[src/rtl/frs_pkg.sv]
package frs_pkg;
   typedef enum logic {
      ST_IDLE  = 1'b0,
      ST_RECOV = 1'b1
   } frs_state_e;

   function automatic int frs_max(input int a, input int b);
      return (a > b) ? a : b;
   endfunction
endpackage

[src/rtl/frs_pulse_filter.sv]
module frs_pulse_filter #(
   parameter int MIN_PULSE = 4
) (
   input  logic clk,
   input  logic por_n,
   input  logic pin_n,
   output logic qualify
);
   generate
      if (MIN_PULSE == 1) begin : g_edge
         logic seen_low;
         always_ff @(posedge clk or negedge por_n) begin
            if (!por_n) seen_low <= 1'b0;
            else        seen_low <= ~pin_n;
         end
         assign qualify = ~pin_n & ~seen_low;
      end else begin : g_count
         localparam int LW = $clog2(MIN_PULSE + 1);
         localparam logic [LW-1:0] LAST = LW'(MIN_PULSE - 1);
         localparam logic [LW-1:0] SAT  = LW'(MIN_PULSE);
         logic [LW-1:0] low_cnt;
         always_ff @(posedge clk or negedge por_n) begin
            if (!por_n)            low_cnt <= '0;
            else if (pin_n)        low_cnt <= '0;
            else if (low_cnt != SAT) low_cnt <= low_cnt + 1'b1;
         end
         assign qualify = ~pin_n & (low_cnt == LAST);
      end
   endgenerate
endmodule

[src/rtl/frs_interval_timer.sv]
module frs_interval_timer #(
   parameter int CW = 5
) (
   input  logic          clk,
   input  logic          por_n,
   input  logic          load,
   input  logic [CW-1:0] load_val,
   input  logic          clear,
   output logic          armed,
   output logic          expired
);
   logic [CW-1:0] cnt;

   always_ff @(posedge clk or negedge por_n) begin
      if (!por_n) begin
         cnt   <= '0;
         armed <= 1'b0;
      end else if (load) begin
         cnt   <= load_val;
         armed <= 1'b1;
      end else if (clear) begin
         armed <= 1'b0;
      end else if (armed && cnt != '0) begin
         cnt <= cnt - 1'b1;
      end
   end

   assign expired = armed & (cnt == '0);
endmodule

[src/rtl/flash_rst_ready_seq.sv]
module flash_rst_ready_seq
   import frs_pkg::*;
#(
   parameter int MIN_PULSE = 4,
   parameter int T_READY   = 20,
   parameter int T_RP      = 8,
   parameter int T_RH      = 5
) (
   input  logic clk,
   input  logic por_n,
   input  logic reset_pin_n,
   input  logic engine_busy,
   output logic abort_req,
   output logic read_array_req,
   output logic ryby_pull_low,
   output logic accept_cmds
);
   localparam int T_MAX = frs_max(frs_max(T_READY, T_RP), T_RH);
   localparam int CW    = $clog2(T_MAX + 1);
   localparam logic [CW-1:0] LD_READY = CW'(T_READY - 1);
   localparam logic [CW-1:0] LD_RP    = CW'(T_RP - 1);
   localparam logic [CW-1:0] LD_RH    = CW'(T_RH - 1);

   initial begin
      if (MIN_PULSE < 1) $error("MIN_PULSE must be at least 1");
      if (T_READY < 1 || T_RP < 1 || T_RH < 1) $error("recovery intervals must be at least 1");
   end

   frs_state_e state;
   logic qualify, abort_q;
   logic int_armed, int_done;
   logic set_armed, set_done;
   logic in_rec, set_load, rec_exit;

   frs_pulse_filter #(.MIN_PULSE(MIN_PULSE)) u_filter (
      .clk     (clk),
      .por_n   (por_n),
      .pin_n   (reset_pin_n),
      .qualify (qualify)
   );

   // internal reset interval: length picked from engine state at qualification
   frs_interval_timer #(.CW(CW)) u_int_tmr (
      .clk      (clk),
      .por_n    (por_n),
      .load     (qualify),
      .load_val (engine_busy ? LD_READY : LD_RP),
      .clear    (1'b0),
      .armed    (int_armed),
      .expired  (int_done)
   );

   // settling interval: starts at first high sample in recovery, lost on any low
   assign in_rec   = (state == ST_RECOV);
   assign set_load = in_rec & reset_pin_n & ~set_armed;

   frs_interval_timer #(.CW(CW)) u_set_tmr (
      .clk      (clk),
      .por_n    (por_n),
      .load     (set_load),
      .load_val (LD_RH),
      .clear    (~reset_pin_n),
      .armed    (set_armed),
      .expired  (set_done)
   );

   assign rec_exit = in_rec & reset_pin_n & set_done & int_done & int_armed;

   always_ff @(posedge clk or negedge por_n) begin
      if (!por_n) begin
         state   <= ST_IDLE;
         abort_q <= 1'b0;
      end else begin
         abort_q <= qualify;
         if (qualify)       state <= ST_RECOV;
         else if (rec_exit) state <= ST_IDLE;
      end
   end

   assign abort_req      = abort_q;
   assign read_array_req = abort_q;
   assign ryby_pull_low  = engine_busy & ~in_rec;
   assign accept_cmds    = reset_pin_n & ~in_rec;
endmodule

[config.mk]
export PLATFORM = sky130hd
export DESIGN_NAME = flash_rst_ready_seq
export DESIGN_NICKNAME = d
export VERILOG_FILES = /design/src/rtl/frs_pkg.sv /design/src/rtl/frs_pulse_filter.sv /design/src/rtl/frs_interval_timer.sv /design/src/rtl/flash_rst_ready_seq.sv
export SDC_FILE = /design/constraint.sdc
export NUM_CORES = 1
export LEC_CHECK = 0
export ABC_AREA = 1
export BUFFER_PORTS_ARGS = -buffer_cell sky130_fd_sc_hd__buf_2
export CAP_MARGIN = 20
export CORE_UTILIZATION = 25
export CTS_BUF_LIST = sky130_fd_sc_hd__clkbuf_16
export DETAILED_ROUTE_END_ITERATION = 10
export PLACE_DENSITY = 0.43
export SETUP_SLACK_MARGIN = 0.2
export SKIP_CTS_REPAIR_TIMING = 1
export SLEW_MARGIN = 5
export SYNTH_ARGS = -nofsm -noshare
export SYNTH_HDL_FRONTEND = slang
export SYNTH_SLANG_ARGS = --single-unit
[constraint.sdc]
create_clock -name clk -period 1.6 [get_ports clk]
set_input_delay 0.16 -clock clk [delete_from_list [all_inputs] [get_ports clk]]
set_output_delay 0.16 -clock clk [all_outputs]
set_load 0.05 [all_outputs]
# Yosys cells after proc, flatten, opt, wreduce, memory -nomap -nowiden
# Index checks and enable logic that the tools add are counted.
[classes]
addsub = 3
n_eq_ne = 3
muxes = 12
bitwise = 13
n_reduce_logical = 12
[op_table]
columns = ["operator", "count"]
rows = [
  ["2-to-1 mux 5 bit", 6],
  ["bitwise AND 1 bit", 10],
  ["logical NOT 5 bit", 2],
  ["nonzero test 2 bit", 5],
  ["nonzero test 5 bit", 2],
  ["subtractor 5 x 1 -> 5 bit, second input constant", 2],
  ["2-to-1 mux 3 bit", 2],
  ["2-to-1 mux 1 bit", 4],
  ["adder 3 x 1 -> 3 bit, second input constant", 1],
  ["== test 3 x 2 -> 1 bit, second input constant", 1],
  ["!= test 3 bit, second input constant", 1],
  ["NOT 1 bit", 3],
  ["logical AND 1 bit", 2],
  ["!= test 2 x 1 -> 1 bit, second input constant", 1],
  ["AND reduction 2 bit", 1],
]
[totals]
regBits = 17
in_bits = 4
output_inout_bits = 4

# Logic depth before layout (Yosys ltp)
# Gate-level depths: netlist (run 1).
[logic_depth]
word_depth = 7
mapped_depth = 8
mapped_depth_nobuf = 7

# By module
# A second synthesis (run 1) with hierarchy kept.
[hier_totals]
hier_cells = 136
hier_area_um2 = 1033.5
[modules_own_cells]
columns = ["mod", "instances", "cells_each", "area_per_inst_um2", "seq_area_each_um2"]
rows = [
  ["frs_interval_timer", 2, 50, 372.9, 150.1],
  ["frs_pulse_filter", 1, 20, 180.2, 75.1],
  ["flash_rst_ready_seq", 1, 16, 107.6, 50.0],
]

# Worst setup path after synthesis (run 1)
# No wires, ideal clock.
[synth_path]
path_type = "reg-to-reg"
from = "register u_filter.g_count.low_cnt[0]"
to = "register u_int_tmr.cnt[1]"
arrival_ns = 1.171
required_ns = 1.481
slack_ns = 0.310
path_stages_with_launch = 8
n_path_buf = 1
period_less_slack_ns = 1.290
path_cell_list = "dfrtp_1 ha_1 ha_1 nand2_4 buf_12 nand2_4 nand2_1 o21ai_2"
[synth_via]
elab_chain_len = 3
[synth_lines]
columns = ["item", "line", "rtl"]
rows = [
  ["start: declaration", "frs_pulse_filter.sv:21", "logic [LW-1:0] low_cnt;"],
  ["start signal: assignment", "frs_pulse_filter.sv:25", "else if (low_cnt != SAT) low_cnt <= low_cnt + 1'b1;"],
  ["== test 3 x 2 -> 1 bit (*)", "frs_pulse_filter.sv:27", "assign qualify = ~pin_n & (low_cnt == LAST);"],
  ["bitwise AND 1 bit (*)", "frs_pulse_filter.sv:27", ""],
  ["2-to-1 mux 5 bit or nonzero test 2 bit (tied branches)", "--", ""],
  ["end signal: assignment", "frs_interval_timer.sv:19", "cnt <= load_val;"],
  ["end signal: assignment", "frs_interval_timer.sv:24", "cnt <= cnt - 1'b1;"],
  ["end: declaration", "frs_interval_timer.sv:12", "logic [CW-1:0] cnt;"],
]
# Mark *: on every way between the ends. The rest lies on a longest branch, timed or not.
# A chain may end at the register's enable or synchronous reset.

# Worst setup path in the final report (run 1)
[layout_path]
from = "register u_filter.g_count.low_cnt[0]"
to = "register u_int_tmr.cnt[2]"
[layout_via]
elab_chain_len = 3
[layout_lines]
columns = ["item", "line", "rtl"]
rows = [
  ["== test 3 x 2 -> 1 bit (*)", "frs_pulse_filter.sv:27", ""],
  ["bitwise AND 1 bit (*)", "frs_pulse_filter.sv:27", ""],
  ["named net qualify", "flash_rst_ready_seq.sv:30", "logic qualify, abort_q;"],
  ["2-to-1 mux 5 bit or nonzero test 2 bit (tied branches)", "--", ""],
]
# The timed path passes the listed nets; every way through them passes the cells marked *.

==> impl_metrics.json, run 1 <==
{
  "grt_pass1_wl_um": 3240,
  "clockBufferDepth": 2,
  "die_area_sq_mm": 0.00423,
  "synth_fa_ha_area_share_pct": 6.31,
  "crit_chain": "ha_1 > ha_2 > nand2_4 > inv_2 > a21oi_2 > o21ai_2 > nand2_1",
  "rsz0062_at_grt": "no",
  "fin_skew_ns": 0.00300,
  "antenna_found_initial": 0,
  "rows": 22,
  "end_kind": "flip-flop",
  "period_minus_slack_ns": 1.31,
  "hold_viol": 0,
  "status": "completed",
  "setup.worst_path.start": "u_filter.g_count.low_cnt[0]$_DFFE_PN0P_",
  "routed_wl_um": 1900,
  "cts.root.buffer_cell": "clkbuf_16",
  "overflow": 0,
  "firstDrtPassIters": 4,
  "grt_max_degree": 18,
  "yosysWarnings": 0,
  "crit_arrival_ns": 1.50,
  "mostFrequentLayoutCells": "nand2_1 (29), inv_1 (18), dfrtp_1 (17)",
  "clk_pin_slew_ns": 0.05,
  "critical_path_required_ns": 1.78,
  "leakage_nw": 0.610,
  "avgSynthCellArea_sq_um": 8.34,
  "worst_pin_slew_ns": 0.390,
  "route.met2.wl_um": 922,
  "yosys.area_share.simple_pct": 32.7,
  "rr_endpoint": "u_int_tmr.cnt[2]$_DFFE_PN0P_",
  "synth_top_family_by_area": "simple AND/OR/NAND/NOR gates",
  "synth-seq-area-share_pct": 42.9,
  "io_buffers": 7,
  "path_max_fanout": 6,
  "diodes": 0,
  "gp_congestion": 0.720,
  "grt_pass1_vias": 741,
  "max_slew_margin_pct": 74.0,
  "cap_violations": 0,
  "seqCellArea_sq_um": 425,
  "slowest_delay_ns": 0.38,
  "num-nets-final": 143,
  "cts_buffers": 3,
  "worstHoldPathCells": 2,
  "criticalPathCategory": "reg2reg",
  "total_power_mw": 2.27,
  "finalSetupViolations": 0,
  "route.detailed.drc": 0,
  "hold_class": "in2reg",
  "n_fill_cell": 420,
  "period_share_pct": 82.0,
  "multiInputGateArea_sq_um": 480,
  "final_common_cell": "nand2_1",
  "die_h_um": 65,
  "synth_nets": 128,
  "m1WireLength_um": 883,
  "top_layer": "met4",
  "rrSetupSlack_ns": 0.29,
  "powerDensity_mw_per_mm2": 1910,
  "start_util_pct": 26.5,
  "io-pin-count": 8,
  "cts_tree": "built",
  "clkLatencyLatePin_ns": 0.25,
  "synth_seq_cells": 17,
  "netlist_area_sq_um": 992,
  "dr_wl_met3_um": 78,
  "peakVddDrop_v": 0.000654,
  "worst_path_max_delay_cell": "dfrtp_1",
  "synthDistinctLibCells": 23,
  "clock_sinks": 17,
  "hp-start": "reset_pin_n",
  "final_max_slew_viol_count": 0,
  "dp_hpwl_um": 1370,
  "netlist_instances": 119,
  "ant_nets": 0,
  "r2r_cells": 7,
  "fmax_ghz": 0.763,
  "dr.first_iter.drc_count": 42,
  "htreeDepth": 1,
  "die_w_um": 65,
  "grt_usage_pct": 10.1,
  "wire_per_inst_um": 10.5,
  "drive_above_1_share_pct": 25.6,
  "routed_via_density": 4.35,
  "coreArea_sq_mm": 0.00374,
  "synthMuxAreaShare_pct": 0,
  "fin_setup_tns_ns": 0,
  "synth_xor_area_share_pct": 0,
  "crit_path_end": "u_int_tmr.cnt[2]$_DFFE_PN0P_",
  "area_growth_syn_to_layout_pct": 19.7,
  "vias": 787,
  "synth_compound_area_share_pct": 7.82,
  "startpoint_type": "flip-flop",
  "r2r-start": "u_filter.g_count.low_cnt[0]$_DFFE_PN0P_"
}
[logic make-up (layout without fill, tap and decap cells)]
logic type | Yosys count | in the layout
flip-flops | 17 | 17
AO/OA/AOI/OAI | 12 | 12
buffers and inverters | 22 | 35
AND/OR/NAND/NOR | 63 | 64
adder cells (fa/ha/maj) | 5 | 5
[worst min-delay path by stage]
stage                                              end
2_1_floorplan                      abort_req$_DFF_PN0_
3_3_place_gp              u_int_tmr.cnt[2]$_DFFE_PN0P_
3_5_place_dp              u_int_tmr.cnt[2]$_DFFE_PN0P_
4_1_cts                   u_int_tmr.cnt[2]$_DFFE_PN0P_
5_1_grt        u_filter.g_count.low_cnt[2]$_DFFE_PN0P_
6_report       u_filter.g_count.low_cnt[2]$_DFFE_PN0P_
[area by class of cell]
class                           instances  share of cell area, %
Timing Repair Buffer                   11                   5.69
Multi-Input combinational cell         81                   40.5
Inverter                               20                   6.32
Tap cell                               48                   5.06
Clock buffer                            3                   6.32
Sequential cell                        17                   35.8
Clock inverter                          1                  0.316
[cell usage after synthesis, drive strengths merged]
cell,number,area (sq um)
ha,5,62.6
o31ai,1,7.51
nor2,7,38.8
nand2,34,158
o21ai,8,51.3
or2,1,6.26
a21oi,3,18.8
nand4,2,12.5
buf,2,27.5
nand3b,2,18.8
inv,20,75.1
nand3,17,90.1
dfrtp,17,425
[stage by stage]
step | utilization (%) | instance area (sq um) | hold slack [ns] | std cells | worst slack (ns)
after floorplan | - | 992 | -0.136 | 119 | 0.310
final | 31.7 | 1190 | 0.166 | 181 | 0.289
after global routing | 31.7 | 1190 | 0.170 | 181 | 0.208
after detailed placement | 28.3 | 1060 | 0.114 | 172 | 0.232
after global placement | 28.3 | 1060 | 0.114 | 172 | 0.256
after CTS | 30.4 | 1140 | -0.151 | 176 | 0.218
[worst max-delay path, delay by kind of cell (launching register included)]
kind | cells | cell delay, ns
fa+ha+maj | 2 | 0.40
flops | 1 | 0.38
compound gates | 2 | 0.19
simple gates | 2 | 0.18
buf+inv | 1 | 0.08
[where the power goes]
group	switching (mW)	internal [mW]	total [mW]
registers	0.145	0.606	0.751
logic	0.625	0.397	1.02
clock network	0.163	0.332	0.494
total	0.933	1.33	2.27
[per-layer routing]
metal	track usage, %	up-vias
li1	-	409
met1	11.2	360
met2	17.4	16
met3	3.70	2
met4	3.61	0
met5	0	-
[registers in the layout, indices dropped and copies added, names as in the netlist]
| signal | cells |
|---|---|
| u_int_tmr.armed | 1 |
| u_set_tmr.cnt | 5 |
| u_int_tmr.cnt | 5 |
| abort_req | 1 |
| u_filter.g_count.low_cnt | 3 |
| in_rec | 1 |
| u_set_tmr.armed | 1 |
Power figures use the tool's default switching activity.
==> run 2: changes to the inputs <==
--- a/config.mk
+++ b/config.mk
@@ -11,7 +11,7 @@
 export CORE_UTILIZATION = 25
 export CTS_BUF_LIST = sky130_fd_sc_hd__clkbuf_16
 export DETAILED_ROUTE_END_ITERATION = 10
-export PLACE_DENSITY = 0.43
+export PLACE_DENSITY = 0.44
 export SETUP_SLACK_MARGIN = 0.2
 export SKIP_CTS_REPAIR_TIMING = 1
 export SLEW_MARGIN = 5
==> constraint.sdc (replaced) <==
create_clock -name clk -period 1.1 [get_ports clk]
set_input_delay 0.11 -clock clk [delete_from_list [all_inputs] [get_ports clk]]
set_output_delay 0.11 -clock clk [all_outputs]
set_load 0.05 [all_outputs]
==> run 2 against run 1 <==
The flow now finishes with violations (setup timing). Power rose by 85%. Utilization rose by 9.1 points. Via count rose by 7.8%. Critical path depth fell by 1. Clock-buffer cell count did not move. Highest routed layer unchanged.
==> impl_metrics.json, run 2 (synthesis results as in run 1) <==
{
  "status": "complete, but fails checks",
  "violations": "setup timing",
  "die_w_um": 65,
  "firstDrtPassIters": 4,
  "fin_ws_ns": -0.0957,
  "grt_pass1_vias": 802,
  "routed_wl_um": 2050,
  "final_common_cell": "nand2_1",
  "dp_hpwl_um": 1540,
  "cts_buffers": 3,
  "fin_setup_tns_ns": -0.627,
  "ant_nets": 0,
  "cap_violations": 0,
  "crit_arrival_ns": 1.33,
  "final_area_sq_mm": 0.00153,
  "final_max_slew_viol_count": 0,
  "dp_cells": 192,
  "powerDensity_mw_per_mm2": 2740,
  "hold-worst-slack_ns": 0.128,
  "startpoint_type": "flip-flop",
  "clockPowerShare_pct": 16.9,
  "routed_via_density": 4.18,
  "drive_above_1_share_pct": 50.3,
  "grt_max_degree": 18,
  "path_max_fanout": 5,
  "cts_tree": "built",
  "clk_pin_slew_ns": 0.05,
  "leakage_nw": 0.743,
  "vias": 848,
  "rows": 22,
  "hold_class": "in2reg",
  "period_share_pct": 109,
  "period_minus_slack_ns": 1.20,
  "die_area_sq_mm": 0.00423,
  "critical_path_required_ns": 1.23,
  "htreeDepth": 1,
  "dr.first_iter.drc_count": 19,
  "antenna_found_initial": 0,
  "finalSetupViolations": 15,
  "criticalPathCategory": "reg2reg",
  "rsz0062_at_grt": "yes",
  "grt_pass1_wl_um": 3490,
  "clock_sinks": 17,
  "clkLatencyLatePin_ns": 0.24,
  "placed_area_sq_mm": 0.00128,
  "n_fill_cell": 387,
  "p_switching_mw": 1.63,
  "clockBufferDepth": 2,
  "worst_pin_slew_ns": 0.399,
  "cts.root.buffer_cell": "clkbuf_16",
  "top_regs": "u_int_tmr.cnt: 5 flops, u_set_tmr.cnt: 5 flops, u_filter.g_count.low_cnt: 3 flops",
  "wire_per_inst_um": 10.1,
  "internal_power_mw": 2.56,
  "num-nets-final": 165,
  "fmax_ghz": 0.836,
  "diodes": 0,
  "max_slew_margin_pct": 73.4,
  "sequentialPowerShare_pct": 25.3,
  "die_h_um": 65,
  "fin_util_pct": 40.8,
  "end_kind": "flip-flop",
  "hold_viol": 0,
  "overflow": 0,
  "grt_usage_pct": 11.0,
  "layout.cells.non_filler": 203,
  "p_comb_share_pct": 57.9,
  "io-pin-count": 8,
  "coreArea_sq_mm": 0.00374,
  "peakVddDrop_v": 0.00152,
  "fin_skew_ns": 0.00148,
  "area_growth_syn_to_layout_pct": 54.1,
  "io_buffers": 7,
  "sw_frac_of_total_pct": 38.9,
  "route.detailed.drc": 0,
  "gp_congestion": 0.781,
  "mostFrequentLayoutCells": "nand2_1 (24), buf_4 (23), dfrtp_1 (16)",
  "start_util_pct": 26.5
}
run 2: cell count changes in the layout (fill, tap and decap cells not counted), sizes merged:
cell	change
buf	+22
run 2: final cells by class:
class | instances | area, sq um | share of cell area (%)
clock buffers | 3 | 75.1 | 4.91
clock inverters | 1 | 3.75 | 0.245
inverters | 20 | 80.1 | 5.24
multi-input cells | 81 | 611 | 39.9
flip-flops and latches | 17 | 427 | 27.9
well taps | 48 | 60.1 | 3.93
repair buffers | 33 | 273 | 17.8
run 2: final timing paths:
kind / depth (start not counted) / startpoint / endpoint / slack [ns]
max: 6 / u_filter.g_count.low_cnt[1]$_DFFE_PN0P_ / u_int_tmr.cnt[4]$_DFFE_PN0P_ / -0.1
min: 2 / reset_pin_n / u_filter.g_count.low_cnt[2]$_DFFE_PN0P_ / 0.13
max reg2reg: 6 / u_filter.g_count.low_cnt[1]$_DFFE_PN0P_ / u_int_tmr.cnt[4]$_DFFE_PN0P_ / -0.1
min reg2reg: 2 / u_set_tmr.cnt[4]$_DFFE_PN0P_ / u_set_tmr.cnt[4]$_DFFE_PN0P_ / 0.54
max in group asynchronous: 2 / por_n / abort_req$_DFF_PN0_ / 0.47
min in group asynchronous: 2 / por_n / u_int_tmr.cnt[0]$_DFFE_PN0P_ / 0.32
run 2: critical path: stages (launching register included):
cell and delay [ns]:
dfrtp_1 0.38, ha_2 0.20, ha_4 0.19, nand2_8 0.09, nand3_1 0.10, nand3_2 0.08, nand2_1 0.05
run 2: metal layers:
| layer | up-vias | share of wire, % | global-route usage, % |
|---|---|---|---|
| li1 | 452 | - | - |
| met1 | 385 | 45 | 13.2 |
| met3 | 2 | 2.6 | 3.70 |
| met4 | 0 | 0.98 | 3.33 |
| met5 | - | 0 | 0 |
| met2 | 9 | 51 | 18.4 |
run 2: metrics by stage:
step | worst slack (ns) | total power [mW]
after global routing | -0.140 | 4.58
after global placement | -0.101 | 3.16
final | -0.0957 | 4.19
after floorplan | -0.109 | 2.44
after detailed placement | -0.132 | 3.16
after CTS | -0.162 | 3.90
run 2: power by group through the flow:
stage	Clock (mW)	Combinational, mW	Sequential, mW
finish	0.707	2.43	1.06
floorplan	0	1.35	1.10
detailed placement	0	2.11	1.05
global route	0.762	2.73	1.09
CTS	0.729	2.12	1.06
global placement	0	2.11	1.05
==> run 3: changes to the inputs <==
--- a/config.mk
+++ b/config.mk
@@ -12,6 +12,7 @@
 export CTS_BUF_LIST = sky130_fd_sc_hd__clkbuf_16
 export DETAILED_ROUTE_END_ITERATION = 10
 export PLACE_DENSITY = 0.44
+export RECOVER_POWER = 25
 export SETUP_SLACK_MARGIN = 0.2
 export SKIP_CTS_REPAIR_TIMING = 1
 export SLEW_MARGIN = 5
==> run 3 against run 2 <==
The flow still finishes with violations (setup timing). Worst setup slack unchanged. Maximum frequency unchanged. Die area unchanged. Largest cell class unchanged. Global-route usage unchanged. Final area unchanged. Worst hold slack unchanged. Cell count unchanged. Critical path depth unchanged. Register-to-register slack about the same. Clock skew unchanged. Sequential share of layout area unchanged. Sequential power about the same.
==> impl_metrics.json, run 3 (synthesis results as in run 1) <==
{
  "status": "complete, but fails checks",
  "violations": "setup timing",
  "layout.cells.non_filler": 203,
  "grt_pass1_wl_um": 3490,
  "top_usage_layer": "met2",
  "routed_via_density": 4.18,
  "peakVddDrop_v": 0.00152,
  "criticalPathCategory": "reg2reg",
  "htreeDepth": 1,
  "dp_cells": 192,
  "clkLatencyLatePin_ns": 0.24,
  "vias": 848,
  "clk_pin_slew_ns": 0.05,
  "r2r_cells": 6,
  "wire_per_inst_um": 10.1,
  "rrSetupSlack_ns": -0.1,
  "grt_use_met3_pct": 3.70,
  "top_regs": "u_int_tmr.cnt: 5 flops, u_set_tmr.cnt: 5 flops, u_filter.g_count.low_cnt: 3 flops",
  "fin_setup_tns_ns": -0.627,
  "fmax_ghz": 0.836,
  "period_minus_slack_ns": 1.20,
  "ant_nets": 0,
  "die_w_um": 65,
  "cts.root.buffer_cell": "clkbuf_16",
  "cp.buffers_inverters": 0,
  "worst_pin_slew_ns": 0.443,
  "worstHoldPathCells": 2,
  "cp_num_cells": 6,
  "cts_tree": "built",
  "final_common_cell": "nand2_1",
  "die_h_um": 65,
  "dp_slack_ns": -0.132,
  "start_util_pct": 26.5,
  "hp-start": "reset_pin_n",
  "use_met1_pct": 13.2,
  "hold_viol": 0,
  "grt_pass1_vias": 802,
  "coreArea_sq_mm": 0.00374,
  "firstDrtPassIters": 4,
  "rows": 22,
  "io_buffers": 7,
  "worst_path_max_delay_cell": "dfrtp_1",
  "powerDensity_mw_per_mm2": 2740,
  "path_max_fanout": 5,
  "overflow": 0,
  "mostFrequentLayoutCells": "nand2_1 (24), buf_4 (23), dfrtp_1 (16)",
  "max_slew_margin_pct": 70.4,
  "crit_arrival_ns": 1.33,
  "gp_congestion": 0.781,
  "clockBufferDepth": 2,
  "final_max_slew_viol_count": 0,
  "slowest_delay_ns": 0.38,
  "io-pin-count": 8,
  "cap_violations": 0,
  "hold_end": "u_filter.g_count.low_cnt[2]$_DFFE_PN0P_",
  "diodes": 0,
  "fin_ws_ns": -0.0957,
  "cts_buffers": 3,
  "fin_util_pct": 40.8,
  "cpLargestDelayFamily": "adder cells",
  "grt_max_degree": 18,
  "grt_use_met2_pct": 18.4,
  "r2r-start": "u_filter.g_count.low_cnt[1]$_DFFE_PN0P_",
  "finalSetupViolations": 15,
  "grt_usage_pct": 11.0,
  "antenna_found_initial": 0,
  "hold_class": "in2reg",
  "end_kind": "flip-flop",
  "leakage_nw": 0.743,
  "startpoint_type": "flip-flop",
  "rr_endpoint": "u_int_tmr.cnt[4]$_DFFE_PN0P_",
  "num-nets-final": 165,
  "period_share_pct": 109,
  "route.detailed.drc": 0,
  "drive_above_1_share_pct": 50.3,
  "routed_wl_um": 2050,
  "crit_chain": "ha_2 > ha_4 > nand2_8 > nand3_1 > nand3_2 > nand2_1",
  "dr.first_iter.drc_count": 19,
  "fin_skew_ns": 0.00148,
  "dp_hpwl_um": 1540,
  "clock_sinks": 17,
  "die_area_sq_mm": 0.00423,
  "critical_path_required_ns": 1.23,
  "rsz0062_at_grt": "yes",
  "area_growth_syn_to_layout_pct": 54.1
}
[run 3: worst max-delay path by stage]
stage / from / end / slack [ns]
2_1_floorplan: u_filter.g_count.low_cnt[0]$_DFFE_PN0P_ / u_int_tmr.cnt[2]$_DFFE_PN0P_ / -0.11
3_3_place_gp: u_filter.g_count.low_cnt[1]$_DFFE_PN0P_ / u_int_tmr.cnt[0]$_DFFE_PN0P_ / -0.10
3_5_place_dp: u_filter.g_count.low_cnt[0]$_DFFE_PN0P_ / u_int_tmr.cnt[2]$_DFFE_PN0P_ / -0.13
4_1_cts: in_rec$_DFFE_PN0P_ / ryby_pull_low / -0.16
5_1_grt: u_filter.g_count.low_cnt[0]$_DFFE_PN0P_ / u_int_tmr.cnt[2]$_DFFE_PN0P_ / -0.14
6_report: u_filter.g_count.low_cnt[1]$_DFFE_PN0P_ / u_int_tmr.cnt[4]$_DFFE_PN0P_ / -0.1
[run 3: final cells by class]
| class | instances | area (sq um) |
|---|---|---|
| Fill cell | 387 | 2210 |
| Multi-Input combinational cell | 81 | 611 |
| Tap cell | 48 | 60.1 |
| Timing Repair Buffer | 33 | 273 |
| Inverter | 20 | 80.1 |
| Clock inverter | 1 | 3.75 |
| Sequential cell | 17 | 427 |
| Clock buffer | 3 | 75.1 |
[run 3: report_power, final]
group	leakage [nW]	internal (mW)	switching [mW]	total, mW
sequential	0.207	0.884	0.174	1.06
clock	0.0423	0.482	0.225	0.707
combinational	0.494	1.20	1.23	2.43
total	0.743	2.56	1.63	4.19
[run 3: metrics by stage]
step	hold slack [ns]	instance area (sq um)	power [mW]
2_1_floorplan	-0.186	1060	2.44
6_report	0.128	1530	4.19
5_1_grt	0.138	1530	4.58
3_5_place_dp	0.0695	1280	3.16
3_3_place_gp	0.0653	1280	3.16
4_1_cts	-0.195	1360	3.90
[run 3: layer usage]
layer | wire [um] | up-vias | share of wire (%)
met2 | 1040 | 9 | 51
met3 | 53 | 2 | 2.6
li1 | - | 452 | -
met1 | 930 | 385 | 45
met4 | 20 | 0 | 0.98
met5 | 0 | - | 0
